**config.mk**
```make
export PLATFORM = sky130hd
export DESIGN_NAME = row_hit_sparsifier
export DESIGN_NICKNAME = d
export VERILOG_FILES = /design/src/rtl/rhs_pkg.sv /design/src/rtl/rhs_mask.sv /design/src/rtl/rhs_capture.sv /design/src/rtl/rhs_store.sv /design/src/rtl/row_hit_sparsifier.sv
export SDC_FILE = /design/constraint.sdc
export NUM_CORES = 1
export LEC_CHECK = 0
export BUFFER_PORTS_ARGS = -buffer_cell sky130_fd_sc_hd__buf_2
export CELL_PAD_IN_SITES_DETAIL_PLACEMENT = 1
export CELL_PAD_IN_SITES_GLOBAL_PLACEMENT = 2
export CORE_MARGIN = 2
export CORE_UTILIZATION = 50
export CTS_CLUSTER_SIZE = 8
export DETAILED_ROUTE_END_ITERATION = 8
export PLACE_DENSITY = 0.85
export SYNTH_ARGS = -nofsm -noshare
export SYNTH_HDL_FRONTEND = slang
export SYNTH_SLANG_ARGS = --single-unit
```
**constraint.sdc**
```tcl
create_clock -name clk -period 10.3 [get_ports clk]
set_input_delay 0.515 -clock clk [delete_from_list [all_inputs] [get_ports clk]]
set_output_delay 0.515 -clock clk [all_outputs]
set_load 0.03 [all_outputs]
```
**src/rtl/rhs_pkg.sv**
```systemverilog
package rhs_pkg;
   typedef enum logic [1:0] {
      ST_IDLE  = 2'd0,
      ST_TRAIN = 2'd1,
      ST_READ  = 2'd2
   } rhs_state_e;
endpackage

```
**src/rtl/rhs_mask.sv**
```systemverilog
module rhs_mask #(
   parameter int PIX = 42
) (
   input  logic           clk,
   input  logic           rst_n,
   input  logic           shift_en,
   input  logic           din,
   output logic [PIX-1:0] mask
);
   always_ff @(posedge clk or negedge rst_n) begin
      if (!rst_n)        mask <= '0;
      else if (shift_en) mask <= {mask[PIX-2:0], din};
   end
endmodule

```
**src/rtl/rhs_capture.sv**
```systemverilog
module rhs_capture #(
   parameter int PIX         = 42,
   parameter int GRP_W       = 6,
   parameter int TS_W        = 13,
   parameter bit TS_SATURATE = 1'b1,
   localparam int NGRP  = PIX / GRP_W,
   localparam int GI_W  = (NGRP > 1) ? $clog2(NGRP) : 1,
   localparam int REC_W = TS_W + GI_W + GRP_W
) (
   input  logic             clk,
   input  logic             rst_n,
   input  logic             in_train,
   input  logic             start_go,
   input  logic             stop_go,
   input  logic             xing,
   input  logic [PIX-1:0]   hit,
   input  logic [PIX-1:0]   mask,
   output logic             wr_en,
   output logic [REC_W-1:0] wr_rec,
   output logic [TS_W-1:0]  ts
);
   logic [PIX-1:0]  pend_pat;
   logic [TS_W-1:0] pend_ts;
   logic [TS_W-1:0] ts_next;
   logic [NGRP-1:0] grp_any;
   logic [GI_W-1:0] sel;

   generate
      for (genvar g = 0; g < NGRP; g++) begin : g_any
         assign grp_any[g] = |pend_pat[g*GRP_W +: GRP_W];
      end
      if (TS_SATURATE) begin : g_sat
         assign ts_next = (ts == {TS_W{1'b1}}) ? ts : ts + TS_W'(1);
      end else begin : g_wrap
         assign ts_next = ts + TS_W'(1);
      end
   endgenerate

   always_comb begin
      sel = '0;
      for (int g = NGRP - 1; g >= 0; g--)
         if (grp_any[g]) sel = GI_W'(g);
   end

   assign wr_en  = (|grp_any) && in_train;
   assign wr_rec = {pend_ts, sel, pend_pat[int'(sel)*GRP_W +: GRP_W]};

   always_ff @(posedge clk or negedge rst_n) begin
      if (!rst_n) begin
         pend_pat <= '0;
         pend_ts  <= '0;
         ts       <= '0;
      end else if (start_go) begin
         pend_pat <= '0;
         ts       <= '0;
      end else if (stop_go) begin
         pend_pat <= '0;
      end else if (xing && in_train) begin
         pend_pat <= hit & ~mask;
         pend_ts  <= ts;
         ts       <= ts_next;
      end else if (|grp_any) begin
         pend_pat[int'(sel)*GRP_W +: GRP_W] <= '0;
      end
   end
endmodule

```
**src/rtl/rhs_store.sv**
```systemverilog
module rhs_store #(
   parameter int REC_W = 22,
   parameter int DEPTH = 16,
   localparam int AW = (DEPTH > 1) ? $clog2(DEPTH) : 1,
   localparam int CW = $clog2(DEPTH + 1)
) (
   input  logic             clk,
   input  logic             rst_n,
   input  logic             wr_en,
   input  logic [REC_W-1:0] wr_rec,
   input  logic             clr,
   input  logic [AW-1:0]    rd_idx,
   output logic [REC_W-1:0] rd_rec,
   output logic [CW-1:0]    cnt,
   output logic             ovf
);
   logic [REC_W-1:0] mem [DEPTH];
   logic             room;

   assign room   = cnt < CW'(DEPTH);
   assign rd_rec = mem[rd_idx];

   always_ff @(posedge clk) begin
      if (wr_en && room) mem[cnt[AW-1:0]] <= wr_rec;
   end

   always_ff @(posedge clk or negedge rst_n) begin
      if (!rst_n) begin
         cnt <= '0;
         ovf <= 1'b0;
      end else if (clr) begin
         cnt <= '0;
         ovf <= 1'b0;
      end else if (wr_en) begin
         if (room) cnt <= cnt + CW'(1);
         else      ovf <= 1'b1;
      end
   end
endmodule

```
**src/rtl/row_hit_sparsifier.sv**
```systemverilog
module row_hit_sparsifier #(
   parameter int PIX         = 42,
   parameter int GRP_W       = 6,
   parameter int TS_W        = 13,
   parameter int ROW_W       = 9,
   parameter int DEPTH       = 16,
   parameter bit TS_SATURATE = 1'b1,
   localparam int NGRP  = PIX / GRP_W,
   localparam int GI_W  = (NGRP > 1) ? $clog2(NGRP) : 1,
   localparam int REC_W = TS_W + GI_W + GRP_W,
   localparam int OUT_W = ROW_W + REC_W,
   localparam int AW    = (DEPTH > 1) ? $clog2(DEPTH) : 1,
   localparam int CW    = $clog2(DEPTH + 1)
) (
   input  logic             clk,
   input  logic             rst_n,
   input  logic             train_start,
   input  logic             train_stop,
   input  logic             xing,
   input  logic [PIX-1:0]   hit,
   input  logic             mask_din,
   input  logic             mask_shift,
   input  logic             rd_req,
   input  logic [ROW_W-1:0] row_addr,
   input  logic             out_ready,
   output logic             out_valid,
   output logic [OUT_W-1:0] out_data,
   output logic             out_last,
   output logic             out_ovf
);
   import rhs_pkg::*;

   generate
      if (PIX % GRP_W != 0) begin : g_bad_split
         $error("PIX must be a multiple of GRP_W");
      end
      if (DEPTH < 1) begin : g_bad_depth
         $error("DEPTH must be at least 1");
      end
      if (TS_W < 1 || ROW_W < 1) begin : g_bad_width
         $error("TS_W and ROW_W must be positive");
      end
   endgenerate

   rhs_state_e       state;
   logic             in_train, start_go, stop_go;
   logic [PIX-1:0]   mask;
   logic             wr_en;
   logic [REC_W-1:0] wr_rec, rd_rec;
   logic [TS_W-1:0]  ts_now;
   logic [CW-1:0]    rec_cnt, rptr;
   logic             ovf, at_trailer, take, clr;

   assign in_train   = (state == ST_TRAIN);
   assign start_go   = train_start && (state == ST_IDLE);
   assign stop_go    = train_stop && in_train;
   assign out_valid  = (state == ST_READ);
   assign at_trailer = (rptr == rec_cnt);
   assign take       = out_valid && out_ready;
   assign clr        = take && at_trailer;
   assign out_last   = out_valid && at_trailer;
   assign out_ovf    = out_valid && ovf;
   assign out_data   = at_trailer ? {row_addr, {REC_W{1'b0}}} : {row_addr, rd_rec};

   rhs_mask #(.PIX(PIX)) u_mask (
      .clk(clk), .rst_n(rst_n),
      .shift_en(mask_shift && (state == ST_IDLE)),
      .din(mask_din), .mask(mask)
   );

   rhs_capture #(.PIX(PIX), .GRP_W(GRP_W), .TS_W(TS_W), .TS_SATURATE(TS_SATURATE)) u_cap (
      .clk(clk), .rst_n(rst_n), .in_train(in_train),
      .start_go(start_go), .stop_go(stop_go), .xing(xing),
      .hit(hit), .mask(mask), .wr_en(wr_en), .wr_rec(wr_rec), .ts(ts_now)
   );

   rhs_store #(.REC_W(REC_W), .DEPTH(DEPTH)) u_store (
      .clk(clk), .rst_n(rst_n), .wr_en(wr_en), .wr_rec(wr_rec),
      .clr(clr), .rd_idx(AW'(rptr)), .rd_rec(rd_rec),
      .cnt(rec_cnt), .ovf(ovf)
   );

   always_ff @(posedge clk or negedge rst_n) begin
      if (!rst_n) begin
         state <= ST_IDLE;
         rptr  <= '0;
      end else begin
         case (state)
            ST_IDLE: begin
               if (start_go) state <= ST_TRAIN;
               else if (rd_req) begin
                  state <= ST_READ;
                  rptr  <= '0;
               end
            end
            ST_TRAIN: if (stop_go) state <= ST_IDLE;
            ST_READ: begin
               if (take) begin
                  if (at_trailer) begin
                     state <= ST_IDLE;
                     rptr  <= '0;
                  end else begin
                     rptr <= rptr + CW'(1);
                  end
               end
            end
            default: state <= ST_IDLE;
         endcase
      end
   end
endmodule

```
; ---- Word level (Yosys, flattened, before mapping)
; Memories as Yosys holds them, arrays and structs flattened.
; Index checks and enable logic that the tools add are counted.
; Widths: inputs -> output; s select.
[classes]
n_eq_ne = 13
n_reduce_logical = 30
mul = 1
shifts = 3
n_lt_le_gt_ge = 1
mux = 36
n_addsub = 4
bitwise = 4
[ops]
columns = operator, count
row1 = $mux 42, 4
row2 = $mux 13, 4
row3 = $and 42x42->42, 1
row4 = $bwmux 42, 1
row5 = $not 42->42, 1
row6 = $reduce_or 42->1, 1
row7 = $reduce_or 6->1, 7
row8 = $shift 6x33->42 const A, 1
row9 = $shiftx 42x32->6, 1
row10 = $shiftx 6x33->42 const A, 1
row11 = $mux 5, 7
row12 = $neg 32->33, 1
row13 = $mux 22, 1
row14 = $mux 3, 7
row15 = $add 13x1->13 const B, 1
row16 = $eq 13x13->1 const B, 1
row17 = $add 5x1->5 const B, 2
row18 = $logic_and 1x1->1, 10
row19 = $mux 2, 5
row20 = $ne 2x2->1 const B, 5
row21 = $pmux 5 s2, 1
row22 = $reduce_and 4->1, 2
row23 = $reduce_bool 2->1, 4
row24 = $ne 2x1->1 const B, 3
row25 = 13 further kinds, 20
[totals]
reg_bits = 123
output_inout_bits = 34
ramBits = 352
memories = 1
elab_cells = 101
[mem_list]
columns = memory, depth, width, read_ports, rd_clocked_by_memory_dff, wr, line_no
row1 = u_store.mem, 16, 22, 1, 0, 1, rhs_store.sv:17  ; logic [REC_W-1:0] mem [DEPTH];

; ---- Logic depth before layout (Yosys ltp)
[depth]
ltp_word = 16
mapped_depth = 18
mapped_depth_nobuf = 15

; ---- Modules after synthesis
; Synthesis repeated with hierarchy kept, for this count alone.
[unflattened]
cells_unflattened = 1205
area_unflattened_um2 = 20367.0
[by_module_without_submodules]
columns = mod, n_inst, seq_area_each_um2, cells_per_inst, area_per_inst_um2
row1 = rhs_store, 1, 10720.3, 592, 13676.9
row2 = rhs_capture, 1, 1701.6, 440, 4195.3
row3 = rhs_mask, 1, 1051.0, 89, 1765.4
row4 = row_hit_sparsifier, 1, 175.2, 84, 729.4

; ---- Worst setup path after synthesis
; No wires, ideal clock.
[synth_path]
path_kind = reg-to-reg
start = reg u_cap.pend_pat[12]
end = reg u_cap.pend_pat[28]
arrival_time_ns = 4.876
stages_incl_launch_ff = 19
n_path_buf = 4
setup_ns = 0.122
path_slack_ns = 5.302
t_required_ns = 10.178
cell_sequence = dfrtp_1 > or4_1 > o211ai_1 > o211a_1 > buf_6 > buf_2 > buf_1 > ha_1 > inv_1 > fa_1 > xnor2_1 > nor2_1 > ha_1 > clkbuf_1 > inv_1 > a211oi_1 > mux2i_2 > or3b_1 > a32o_1
[synth_between]
elab_chain_cells = 12
[synth_lines]
columns = element, line_no
row1 = "start, declared", rhs_capture.sv:22  ; logic [PIX-1:0] pend_pat;
row2 = "start signal, assigned", rhs_capture.sv:59  ; pend_pat <= hit & ~mask;
row3 = $reduce_or 6->1 (*), rhs_capture.sv:30  ; assign grp_any[g] = |pend_pat[g*GRP_W +: GRP_W];
row4 = $mux 3 (*) (3 in series), rhs_capture.sv:42  ; if (grp_any[g]) sel = GI_W'(g);
row5 = via u_cap.sel[0], rhs_capture.sv:26  ; logic [GI_W-1:0] sel;
row6 = $mul 3x2->5 (*), rhs_capture.sv:63  ; pend_pat[int'(sel)*GRP_W +: GRP_W] <= '0;
row7 = $neg 32->33 (*), rhs_capture.sv:63
row8 = $shiftx 6x33->42 or $shift 6x33->42 (tied branches), rhs_capture.sv:63
row9 = $bwmux 42 (*), rhs_capture.sv:63
row10 = $mux 42 (*), rhs_capture.sv:62  ; end else if (|grp_any) begin
row11 = $mux 42 (*), rhs_capture.sv:58  ; end else if (xing && in_train) begin
row12 = $mux 42 (*), rhs_capture.sv:56  ; end else if (stop_go) begin
row13 = $mux 42 (*), rhs_capture.sv:53  ; end else if (start_go) begin
; Mark *: on every way through the listed nets, which the timed path passes. The rest lies on a longest branch. The select of a mux whose other input is x is not followed.
; A chain may end at the register's enable or synchronous reset.

; ---- Worst setup path after layout
[layout_path]
start = reg u_cap.pend_pat[31]
end = reg u_cap.pend_pat[21]
[layout_between]
elab_chain_cells = 15
[layout_lines]
columns = element, line_no
row1 = $reduce_or 6->1, rhs_capture.sv:30
row2 = $mux 3 (6 in series), rhs_capture.sv:42
row3 = $mul 3x2->5, rhs_capture.sv:63
row4 = $neg 32->33, rhs_capture.sv:63
row5 = $shiftx 6x33->42 or $shift 6x33->42 (tied branches), rhs_capture.sv:63
row6 = $bwmux 42, rhs_capture.sv:63
row7 = $mux 42, rhs_capture.sv:62
row8 = $mux 42, rhs_capture.sv:58
row9 = $mux 42, rhs_capture.sv:56
row10 = $mux 42, rhs_capture.sv:53
; Parallel ways exist; a longest one is shown, timed or not. The select of a mux whose other input is x is not followed.

==> flow_metrics.tcl <==
set metrics [dict create \
    ys_warn_count 0 \
    seqPwrFrac_pct 34.6 \
    diodes 0 \
    htreeDepth 3 \
    insertion_delay_ns 0.60 \
    synthFlopType "edfxtp_1" \
    period_needed_ns 5.506 \
    cp_slowest_cell "nor4_2" \
    status "complete, no violations" \
    power.clock.fraction_pct 25.9 \
    drv_cap 0 \
    critical-path-max-stage-delay_ns 0.90 \
    rsz0062_at_grt "false" \
    drt-total-wl_um 50580 \
    drive_gt1_share_pct 28.74 \
    worst_slew_pin_slew_ns 1.434 \
    row_count 73 \
    p_int_uw 4740 \
    grt_first_pass_wirelength_um 76910 \
    place_inst 1724 \
    maxSlewHeadroom_pct 4.395 \
    synth_cell_types 67 \
    groute.usage.overall_pct 25.37 \
    yosysTopAreaCell "edfxtp_1" \
    path_cells "or4_4, a211oi_1, a21oi_1, nor2_1, buf_4, ha_1, inv_1, fa_1, xnor2_1, nor2_1, ha_1, nand2_1, a211oi_1, nor4_2, o21ai_0, o21ai_0" \
    combPwrFrac_pct 39.6 \
    finalInstanceArea_um2 22880 \
    fp.dieArea_um2 41380 \
    clkTransAtPathRegs_ns 0.05 \
    clock_skew_ns 0.03451 \
    core_area_um2 39460 \
    syn_area_um2 19880 \
    yosysTopAreaCellShare_pct 53.16 \
    drt_pass1_iterations 5 \
    post-route-util_pct 58.00 \
    grt_pass1_vias 12250 \
    syn-num-nets 1230 \
    min_path_type "primary input to register" \
    cp.required_ns 10.80 \
    routedWlPerCell_um 27.74 \
    cts_buffers 69 \
    r2r_slack_ns 4.79 \
    die_width_um 203.4 \
    placed_cell_area_um2 20920 \
    synthCells 1157 \
    cp_top_family "simple AND/OR/NAND/NOR gates" \
    max-vdd-ir-drop_v 0.0003433 \
    crit_fanout 19 \
    cp-start-kind "register" \
    power_uw 7916 \
    power.switching_uw 3176 \
    finalMaxSlewViolations 0 \
    p_leak_uw 0.008125 \
    max_freq_ghz 0.1816 \
    arrival_ns 6.00 \
    cts_tree "done" \
    p_sw_share_pct 40.12 \
    grt_overflow 0 \
    drcViolationCount 0 \
    cts_num_sinks 475 \
    hold_viol_final 0 \
    fin_nets 1344 \
    antenna_found_initial 0 \
    fin_crit_sh_pct 53.46 \
    port_buffers 75 \
    ys_seq_area_share_pct 68.64 \
    start_util_pct 50.39 \
    vias_per_cell 6.176 \
    antenna_left 0 \
    syn_area_per_cell_um2 17.18 \
    pwr_density_cell_nw_per_um2 345.9 \
    critPathKind "register to register" \
    cp-end-kind "register" \
    postSynth.asyncResetShare_pct 25.89 \
    first_iter_violations 994 \
    clockBufferDepth 3 \
    synth.area.top_cells "edfxtp_1 (53%), dfrtp_1 (15%), mux4_2 (12%)" \
    cts-root-buf "clkbuf_16" \
    postCtsSetupBuffers 0 \
    setup_violations 0 \
    worst-path-buf-inv 2 \
    grt_max_degree 75 \
    synth_edf_count 352 \
    globalplace.congestion 0.9005 \
    syn2layout_area_growth_pct 15.10 \
    fin_setup_tns_ns 0 \
    instances_no_fill 1823 \
    pin_count 94 \
    dieHeight_um 203.4 \
    ys_seq_elements 475 \
    place_hpwl_um 29150 \
    vias 11260 \
]
==> placed cells by master (no fill, tap or decap), types with 33 or more instances in the layout <==
cell	instances
edfxtp_1	352
dfrtp_1	120
mux4_2	110
buf_2	74
clkbuf_16	69
nand2_1	57
mux2_2	46
o21ai_0	38
nor2b_1	36
nor2_1	33
inv_1	33
buf_4	33
==> cell usage after synthesis, drive strengths merged (4+ instances only) <==
| library cell | number |
|---|---|
| a211oi | 5 |
| a21o | 4 |
| a21oi | 27 |
| a31oi | 5 |
| a32o | 24 |
| and2 | 13 |
| and3 | 4 |
| and4 | 8 |
| buf | 27 |
| clkbuf | 38 |
| dfrtp | 123 |
| edfxtp | 352 |
| ha | 12 |
| inv | 35 |
| mux2 | 46 |
| mux2i | 9 |
| mux4 | 110 |
| nand2 | 57 |
| nand3 | 15 |
| nand3b | 15 |
| nand4 | 7 |
| nor2 | 39 |
| nor2b | 36 |
| nor3 | 16 |
| nor4 | 9 |
| nor4b | 5 |
| o21ai | 38 |
| o221ai | 6 |
| o31ai | 6 |
| xnor2 | 15 |
| xor2 | 8 |
==> area by class of cell <==
type                            count  area [µm²]
Fill cell                        3602       16570
Sequential cell                   475       13660
Multi-Input combinational cell    582        5854
Clock buffer                       90        1805
Tap cell                          525       656.9
Timing Repair Buffer              108       628.1
Clock inverter                      8       151.4
Inverter                           35       131.4
==> worst register-to-register path: cells and delay by family, from the launching register on <==
family,cells,cell delay [ns]
AOI/OAI and AO/OA,5,0.88
xor gates and xnor gates,1,0.27
adders and majority gates,3,1.13
buffers and inverters,2,0.46
DFF,1,0.39
and+or+nand+nor,5,2.31
==> per-stage QoR <==
stage	setup WS (ns)	hold WS (ns)
6_report	4.794	0.1669
5_1_grt	4.435	0.1732
4_1_cts	4.908	0.1406
3_5_place_dp	4.879	0.4691
3_3_place_gp	5.095	0.4612
2_1_floorplan	5.302	0.2194
==> power by group through the flow <==
| stage | Clock (µW) | Combinational (µW) | Sequential, µW |
|---|---|---|---|
| after floorplan | 0 | 2130 | 2670 |
| after detailed placement | 0 | 3060 | 2760 |
| final | 2050 | 3130 | 2740 |
| after CTS | 2080 | 3100 | 2730 |
| after global placement | 0 | 3040 | 2740 |
| after global routing | 2160 | 3380 | 2760 |
==> state kept, by name, indices dropped and copies added, names as in the netlist <==
signal	count
state	2
u_cap.pend_pat	42
u_store.ovf	1
u_store.cnt	5
u_mask.mask	42
u_store.mem	352
u_cap.ts	13
rptr	5
u_cap.pend_ts	13
==> cells by family (layout without fill, tap and decap cells) <==
logic type | count (synthesis) | count (layout) | synth area share [%]
xor+xnor | 23 | 23 | 1.051
flops | 475 | 475 | 68.64
simple gates | 241 | 241 | 6.834
fa+ha+maj | 13 | 13 | 0.8558
mux | 165 | 165 | 15.54
compound gates | 140 | 140 | 4.946
buf+inv | 100 | 241 | 2.133
==> path summary, 6_finish.rpt <==
| check | to | startpoint | cells after the start |
|---|---|---|---|
| worst max-delay path | u_cap.pend_pat[21]$_DFFE_PN0P_ | u_cap.pend_pat[31]$_DFFE_PN0P_ | 16 |
| worst min-delay path | u_store.cnt[4]$_DFFE_PN0P_ | out_ready | 2 |
| worst max register to register | u_cap.pend_pat[21]$_DFFE_PN0P_ | u_cap.pend_pat[31]$_DFFE_PN0P_ | 16 |
| worst min register to register | u_mask.mask[7]$_DFFE_PN0P_ | u_mask.mask[6]$_DFFE_PN0P_ | 2 |
| max in group asynchronous | rptr[0]$_DFFE_PN0P_ | rst_n | 3 |
| min in group asynchronous | u_cap.pend_pat[36]$_DFFE_PN0P_ | rst_n | 2 |
==> timing repair <==
| action | in CTS | in global routing |
|---|---|---|
| hold endpoints to repair | 49 | 0 |
| endpoints found under the setup margin | 0 | 0 |
| hold buffers | 1 | 0 |
| resized for setup | 0 | 0 |
==> routing by layer <==
metal	routed length, µm	track usage (%)
met5	0	0
met3	2967	3.979
met4	1387	9.645
met1	20950	34.57
met2	25280	41.65
Note: power is estimated with default switching activity, not from simulation.
